===== config.mk =====
export PLATFORM = sky130hd
export DESIGN_NAME = vmce_unit
export DESIGN_NICKNAME = d
export VERILOG_FILES = /design/src/rtl/vmce_pkg.sv /design/src/rtl/vmce_scan_ctrl.sv /design/src/rtl/vmce_pack_count.sv /design/src/rtl/vmce_write_stage.sv /design/src/rtl/vmce_unit.sv
export SDC_FILE = /design/constraint.sdc
export NUM_CORES = 1
export LEC_CHECK = 0
export BUFFER_PORTS_ARGS = -buffer_cell sky130_fd_sc_hd__buf_2
export CAP_MARGIN = 15
export CORE_ASPECT_RATIO = 0.75
export CORE_UTILIZATION = 50
export CTS_CLUSTER_DIAMETER = 80
export CTS_CLUSTER_SIZE = 28
export DETAILED_ROUTE_END_ITERATION = 10
export GPL_TIMING_DRIVEN = 0
export PLACE_DENSITY = 0.91
export SETUP_SLACK_MARGIN = 0.4
export SLEW_MARGIN = 20
export SYNTH_ARGS = -nofsm -noshare
export SYNTH_HDL_FRONTEND = slang
export SYNTH_SLANG_ARGS = --single-unit

===== constraint.sdc =====
create_clock -name clk -period 2.5 [get_ports clk]
set_input_delay 0.5 -clock clk [delete_from_list [all_inputs] [get_ports clk]]
set_output_delay 0.5 -clock clk [all_outputs]
set_load 0.02 [all_outputs]

===== src/rtl/vmce_pkg.sv =====
package vmce_pkg;

    // Operation selected at start
    typedef enum logic {
        MODE_PACK   = 1'b0,
        MODE_UNPACK = 1'b1
    } vmce_mode_e;

    // Per-cycle scan step handed from the sequencer to the write stage
    typedef struct packed {
        logic live;    // a position is being examined this cycle
        logic active;  // its mask bit is set
        logic last;    // it is the final position of the vector
    } vmce_step_t;

    function automatic logic is_unpack(input vmce_mode_e m);
        return m == MODE_UNPACK;
    endfunction

endpackage


===== src/rtl/vmce_scan_ctrl.sv =====
module vmce_scan_ctrl
    import vmce_pkg::*;
#(
    parameter int MAX_VL = 64,
    localparam int IDX_W = $clog2(MAX_VL),
    localparam int LEN_W = $clog2(MAX_VL + 1)
) (
    input  logic             clk,
    input  logic             rst,
    input  logic             start,
    input  logic             mode_in,
    input  logic [LEN_W-1:0] vlen,
    input  logic             mask_bit,
    output logic             launch,
    output logic             launch_empty,
    output vmce_mode_e       mode_q,
    output logic [IDX_W-1:0] pos,
    output vmce_step_t       step
);

    logic             busy_q;
    logic [LEN_W-1:0] vl_q;
    logic [LEN_W-1:0] vl_eff;

    assign vl_eff       = (vlen > LEN_W'(MAX_VL)) ? LEN_W'(MAX_VL) : vlen;
    assign launch       = start && !busy_q;
    assign launch_empty = launch && (vl_eff == '0);

    assign step.live   = busy_q;
    assign step.active = busy_q && mask_bit;
    assign step.last   = busy_q && (LEN_W'(pos) == vl_q - LEN_W'(1));

    always_ff @(posedge clk) begin
        if (rst) begin
            busy_q <= 1'b0;
            vl_q   <= '0;
            pos    <= '0;
            mode_q <= MODE_PACK;
        end else if (launch) begin
            mode_q <= vmce_mode_e'(mode_in);
            pos    <= '0;
            vl_q   <= vl_eff;
            busy_q <= (vl_eff != '0);
        end else if (busy_q) begin
            if (step.last) begin
                busy_q <= 1'b0;
            end else begin
                pos <= pos + IDX_W'(1);
            end
        end
    end

endmodule


===== src/rtl/vmce_pack_count.sv =====
module vmce_pack_count #(
    parameter int MAX_VL = 64,
    localparam int LEN_W = $clog2(MAX_VL + 1)
) (
    input  logic             clk,
    input  logic             rst,
    input  logic             clear,
    input  logic             advance,
    output logic [LEN_W-1:0] count
);

    always_ff @(posedge clk) begin
        if (rst || clear) begin
            count <= '0;
        end else if (advance) begin
            count <= count + LEN_W'(1);
        end
    end

endmodule


===== src/rtl/vmce_write_stage.sv =====
module vmce_write_stage
    import vmce_pkg::*;
#(
    parameter int ELEM_W = 32,
    parameter int MAX_VL = 64,
    localparam int IDX_W = $clog2(MAX_VL),
    localparam int LEN_W = $clog2(MAX_VL + 1)
) (
    input  logic              clk,
    input  logic              rst,
    input  vmce_mode_e        mode_q,
    input  vmce_step_t        step,
    input  logic              launch_empty,
    input  logic [IDX_W-1:0]  pos,
    input  logic [LEN_W-1:0]  count,
    input  logic [ELEM_W-1:0] src_data,
    output logic              wr_en,
    output logic [IDX_W-1:0]  wr_idx,
    output logic [ELEM_W-1:0] wr_data,
    output logic              done,
    output logic [LEN_W-1:0]  pop_cnt
);

    logic [IDX_W-1:0] dest_sel;

    // Unpack writes at the scanned position, pack at the running count
    assign dest_sel = is_unpack(mode_q) ? pos : count[IDX_W-1:0];

    always_ff @(posedge clk) begin
        if (rst) begin
            wr_en   <= 1'b0;
            wr_idx  <= '0;
            wr_data <= '0;
            done    <= 1'b0;
            pop_cnt <= '0;
        end else begin
            wr_en <= step.active;
            done  <= step.last || launch_empty;
            if (step.active) begin
                wr_idx  <= dest_sel;
                wr_data <= src_data;
            end
            if (step.last) begin
                pop_cnt <= count + LEN_W'(step.active);
            end else if (launch_empty) begin
                pop_cnt <= '0;
            end
        end
    end

endmodule


===== src/rtl/vmce_unit.sv =====
module vmce_unit
    import vmce_pkg::*;
#(
    parameter int ELEM_W = 32,
    parameter int MAX_VL = 64,
    localparam int IDX_W = $clog2(MAX_VL),
    localparam int LEN_W = $clog2(MAX_VL + 1)
) (
    input  logic              clk,
    input  logic              rst,
    input  logic              start,
    input  logic              mode,
    input  logic [LEN_W-1:0]  vlen,
    input  logic              mask_bit,
    input  logic [ELEM_W-1:0] src_data,
    output logic              busy,
    output logic [IDX_W-1:0]  scan_idx,
    output logic [IDX_W-1:0]  src_idx,
    output logic              wr_en,
    output logic [IDX_W-1:0]  wr_idx,
    output logic [ELEM_W-1:0] wr_data,
    output logic              done,
    output logic [LEN_W-1:0]  pop_cnt
);

    logic             launch;
    logic             launch_empty;
    vmce_mode_e       mode_q;
    logic [IDX_W-1:0] pos;
    vmce_step_t       step;
    logic [LEN_W-1:0] count;

    vmce_scan_ctrl #(.MAX_VL(MAX_VL)) ctrl_i (
        .clk          (clk),
        .rst          (rst),
        .start        (start),
        .mode_in      (mode),
        .vlen         (vlen),
        .mask_bit     (mask_bit),
        .launch       (launch),
        .launch_empty (launch_empty),
        .mode_q       (mode_q),
        .pos          (pos),
        .step         (step)
    );

    vmce_pack_count #(.MAX_VL(MAX_VL)) cnt_i (
        .clk     (clk),
        .rst     (rst),
        .clear   (launch),
        .advance (step.active),
        .count   (count)
    );

    vmce_write_stage #(.ELEM_W(ELEM_W), .MAX_VL(MAX_VL)) wr_i (
        .clk          (clk),
        .rst          (rst),
        .mode_q       (mode_q),
        .step         (step),
        .launch_empty (launch_empty),
        .pos          (pos),
        .count        (count),
        .src_data     (src_data),
        .wr_en        (wr_en),
        .wr_idx       (wr_idx),
        .wr_data      (wr_data),
        .done         (done),
        .pop_cnt      (pop_cnt)
    );

    assign busy     = step.live;
    assign scan_idx = pos;
    // Pack reads the element under scan; unpack reads the next unconsumed one
    assign src_idx  = is_unpack(mode_q) ? count[IDX_W-1:0] : pos;

endmodule


; ---- Yosys cells after proc, flatten, opt, wreduce, memory -nomap -nowiden
; Index checks and enable logic that the tools add are counted.
[totals]
reg_bits = 69
[op_classes]
addsub = 4
n_lt_le_gt_ge = 1
n_eq_ne = 1
mux = 8
bitwise_logic = 1
reduce_logical = 12
[op_table]
columns = op, count
row1 = $mux 7, 3
row2 = $mux 6, 2
row3 = $add 7x1->7, 1
row4 = $add 7x1->7 const B, 1
row5 = $eq 6x7->1, 1
row6 = $gt 7x7->1 const B, 1
row7 = $logic_not 7->1, 1
row8 = $reduce_bool 7->1, 1
row9 = $sub 7x1->7 const B, 1
row10 = $add 6x1->6 const B, 1
row11 = $logic_and 1x1->1, 4
row12 = $mux 1, 3
row13 = $logic_or 1x1->1, 2
row14 = $reduce_and 2->1, 1
row15 = $reduce_bool 2->1, 1
row16 = $reduce_or 2->1, 1
row17 = $logic_not 1->1, 1
row18 = $not 1->1, 1

; ---- Longest topological paths before layout
[logic_depth]
ltp_word = 6
mapped_depth = 10

; ---- By module
; A second synthesis with hierarchy kept.
[unflattened]
cells_unflattened = 316
area_unflattened_um2 = 3062.9
[by_module_without_submodules]
columns = mod, instances, cells_each, area_each_um2
row1 = vmce_write_stage, 1, 181, 1834.3
row2 = vmce_scan_ctrl, 1, 95, 824.5
row3 = vmce_pack_count, 1, 33, 302.8
row4 = vmce_unit, 1, 7, 101.3

; ---- Worst setup path after synthesis
; Ideal clock, no wire load.
[synth_timing]
path_type = register to register
startpoint = reg ctrl_i.busy_q
endpoint = reg wr_i.pop_cnt[6]
t_arrival_ns = 2.204
required_time_ns = 2.417
setup_slack_ns = 0.213
path_stages_with_launch = 11
synth_period_minus_slack_ns = 2.287
path_cell_list = dfxtp_1 > buf_2 > nand2_1 > inv_1 > clkbuf_1 > ha_1 > ha_1 > and3_1 > nand3_1 > xor2_1 > o31ai_4
[synth_between]
elab_cells_between_ends = 8
[synth_lines]
columns = element, line
row1 = "start, declared", vmce_scan_ctrl.sv:21  ; logic busy_q;
row2 = "start signal, assigned", vmce_scan_ctrl.sv:43  ; busy_q <= (vl_eff != '0);
row3 = $logic_and 1x1->1, vmce_scan_ctrl.sv:30  ; assign step.active = busy_q && mask_bit;
row4 = net cnt_i.advance, vmce_pack_count.sv:8  ; input logic advance,
row5 = $add 7x1->7, vmce_write_stage.sv:44  ; pop_cnt <= count + LEN_W'(step.active);
row6 = $mux 7, vmce_write_stage.sv:43  ; if (step.last) begin
row7 = "end signal, assigned", vmce_write_stage.sv:44
row8 = "end, declared", vmce_write_stage.sv:21  ; output logic [LEN_W-1:0] pop_cnt
; The timed path passes the listed nets, and every way through them passes these cells.
; A chain may end at the register's enable or synchronous reset.

; ---- Final worst setup path
[layout_timing]
startpoint = reg ctrl_i.mode_q
endpoint = out src_idx[4]
[layout_between]
elab_chain_len = 1
[layout_lines]
columns = element, line
row1 = "start, declared", vmce_scan_ctrl.sv:16  ; output vmce_mode_e mode_q,
row2 = "start signal, assigned", vmce_scan_ctrl.sv:40  ; mode_q <= vmce_mode_e'(mode_in);
row3 = $mux 6, vmce_unit.sv:74  ; assign src_idx = is_unpack(mode_q) ? count[IDX_W-1:0] : pos;
row4 = "end, declared", vmce_unit.sv:18  ; output logic [IDX_W-1:0] src_idx,
; Every way passes these cells.

==> results.cfg <==
[logic_synthesis]
syn_inst = 353
yosysSeqAreaShare = 0.461
ys_seq_elements = 69
syn_nets = 402
synth_area_um2 = 3000
synth_edf_count = 0
yosys_warnings = 0
synthArstFlopShare = 0
synth.distinct_cells = 40
synthFlopType = dfxtp_1
syn_area_per_cell_um2 = 8.50

[global_routing]
grtUsageTotal = 0.248
antenna_found_initial = 0
grt_max_degree = 12
grt_pass1_wl_mm = 12.4
grt_overflow = 0
grt_pass1_vias = 2808

[sta]
setup_tns_ps = 0
max_freq_mhz = 490
setup_violations = 0
min_period_over_period = 0.816
rsz0062_at_grt = true
clock_skew_ps = 7.68
setup_slack_ps = 459
tightestPinTransition_ps = 770
timing.hold.ws_ps = 390
slew_headroom = 0.484
finalHoldViolations = 0
drv_slew = 0
period_minus_slack_ps = 2040

[setup_path]
max_stage_delay_ps = 360
required_ps = 2000
end_kind = output port
cp-start-kind = flop
crit_slowest_cell = mux2_2
cp.buffers_inverters = 3
cp_max_fo = 10
crit_type = reg -> out
critical_path.cell_chain = clkbuf_2 -> buf_8 -> mux2_2 -> buf_2
crit_family = buffers and inverters
arrival_ps = 1540

[route]
wl_per_cell_um = 14.2
first_iter_violations = 197
routed_wirelength_mm = 7.88
detail-route-antenna-nets = 0
vias_per_cell = 5.22
remaining_drc_errors = 0
dr.pass1.iters = 4
vias = 2885

[clock_network]
ctsRootBufferMaster = clkbuf_8
cts_tree = done
clockBufferDepth = 2
clkTransAtPathRegs_ps = 70
cts_sinks = 69
insertion_delay_ps = 340
cts-buffers-inserted = 9
htreeDepth = 3

[power_and_ir_drop]
power_frac_seq = 0.501
p_sw_uw = 620
ir_drop_v = 0.000451
leakage_nw = 1.64
p_per_area_nw_per_um2 = 601
p_clk_frac = 0.375
p_int_mw = 1.70
p_sw_frac = 0.267
power_frac_comb = 0.124

[layout]
num_antenna_cells = 0
area_growth_pct = 28.7
nNetsFinal = 520
drive_above_1_share = 0.312

[place]
portBuffers = 103
dp_hpwl_mm = 5.71
place_congestion = 0.858
pre_cts_ws_ps = 44.7

[floorplan]
core_area_um2 = 5800
start_util = 0.517
num_io_pins = 104
std_cell_rows = 24
fp.dieW_um = 91.4
die_area_um2 = 6320
die_h_um = 69.1

[worst_hold_path]
holdCritPathClass = in -> reg

[run]
drv_cap = 0

[status]
status = finished clean
-- stage by stage --
step	util	instance area, um2	cells	power [mW]
finish	0.666	3860	553	2.32
global route	0.666	3860	553	2.39
CTS	0.662	3830	551	2.32
detailed placement	0.624	3610	534	1.46
global placement	0.624	3610	534	1.45
floorplan	-	3000	353	1.36
-- layer usage --
layer  global-route usage  up-vias  share of wire
met5                    0        -              0
met4                0.127        0          0.030
met3               0.0728       20          0.059
met2                0.410       97           0.48
met1                0.291     1344           0.43
li1                     -     1424              -
-- kinds of logic after synthesis --
logic type | count (synthesis) | share of synthesized area
adder cells (fa/ha/maj) | 5 | 0.0209
AO/OA/AOI/OAI | 69 | 0.139
XOR/XNOR | 21 | 0.0659
buffers and inverters | 29 | 0.0421
AND/OR/NAND/NOR | 147 | 0.226
multiplexers | 13 | 0.0459
flip-flops | 69 | 0.461
-- power groups by stage --
stage | clock (mW) | combinational [mW] | sequential (mW)
4_1_cts | 0.877 | 0.285 | 1.16
6_report | 0.868 | 0.289 | 1.16
2_1_floorplan | 0 | 0.137 | 1.22
5_1_grt | 0.911 | 0.313 | 1.17
3_5_place_dp | 0 | 0.278 | 1.19
3_3_place_gp | 0 | 0.268 | 1.18
-- flip-flops by register name, indices dropped and copies added, names as in the netlist --
| register | count |
|---|---|
| wr_i.wr_idx | 6 |
| wr_i.wr_en | 1 |
| wr_i.pop_cnt | 7 |
| wr_i.done | 1 |
| ctrl_i.vl_q | 7 |
| ctrl_i.pos | 6 |
| wr_i.wr_data | 32 |
| ctrl_i.mode_q | 1 |
| ctrl_i.busy_q | 1 |
| cnt_i.count | 7 |
-- cells in the mapped netlist (2+ instances only) --
cell type   n  area (um2)
a211oi_1    8        60.1
a21oi_1    48         240
buf_1       4        15.0
buf_6       2        22.5
clkbuf_1   18        67.6
dfxtp_1    69        1380
ha_1        5        62.6
inv_1       3        11.3
mux2_2      6        67.6
mux2i_1     7        70.1
nand2_1    88         330
nand2b_1    6        37.5
nand3_1    10        50.1
nand3_2     2        20.0
nand3b_1    6        45.0
nand4_1     3        18.8
nor2_1     21        78.8
nor3_1      2        10.0
nor4bb_1    2        20.0
o21ai_2     2        17.5
o31ai_1     4        30.0
xnor2_1    13         114
xor2_1      7        61.3
-- tightest hold or removal path: stages --
cell and delay (ps):
buf_2 90, nand2_1 40, a21oi_1 50
-- final timing paths --
path | start | end | slack [ps] | cells after the start
max | ctrl_i.mode_q | src_idx[4] | 460 | 4
min reg2reg | wr_i.wr_data[28] | wr_i.wr_data[28] | 450 | 2
max reg2reg | ctrl_i.busy_q | wr_i.pop_cnt[6] | 500 | 10
min | src_data[26] | wr_i.wr_data[26] | 390 | 3
-- what timing repair did --
item | CTS | global route
pin swaps | 2 | 1
hold buffers | 0 | 0
endpoints found under the setup margin | 18 | 12
resized for setup | 10 | 5
buffers inserted | 2 | 2
endpoints found under the hold margin | 0 | 0
-- cell usage in the layout (no fill, tap or decap), types with 9 or more instances in the layout --
master    count
a21oi_1      48
buf_2       104
clkbuf_1     16
clkbuf_8      9
dfxtp_1      67
nand2_1      87
nand3_1      10
nor2_1       21
xnor2_1      13
-- cell type report --
class                           count  area, um2
Buffer                             26        138
Clock buffer                       10        128
Clock inverter                      5       52.6
Fill cell                         483       1940
Inverter                            3       11.3
Multi-Input combinational cell    255       1500
Sequential cell                    69       1380
Tap cell                           78       97.6
Timing Repair Buffer              107        546
(Power assumes the default switching activity.)
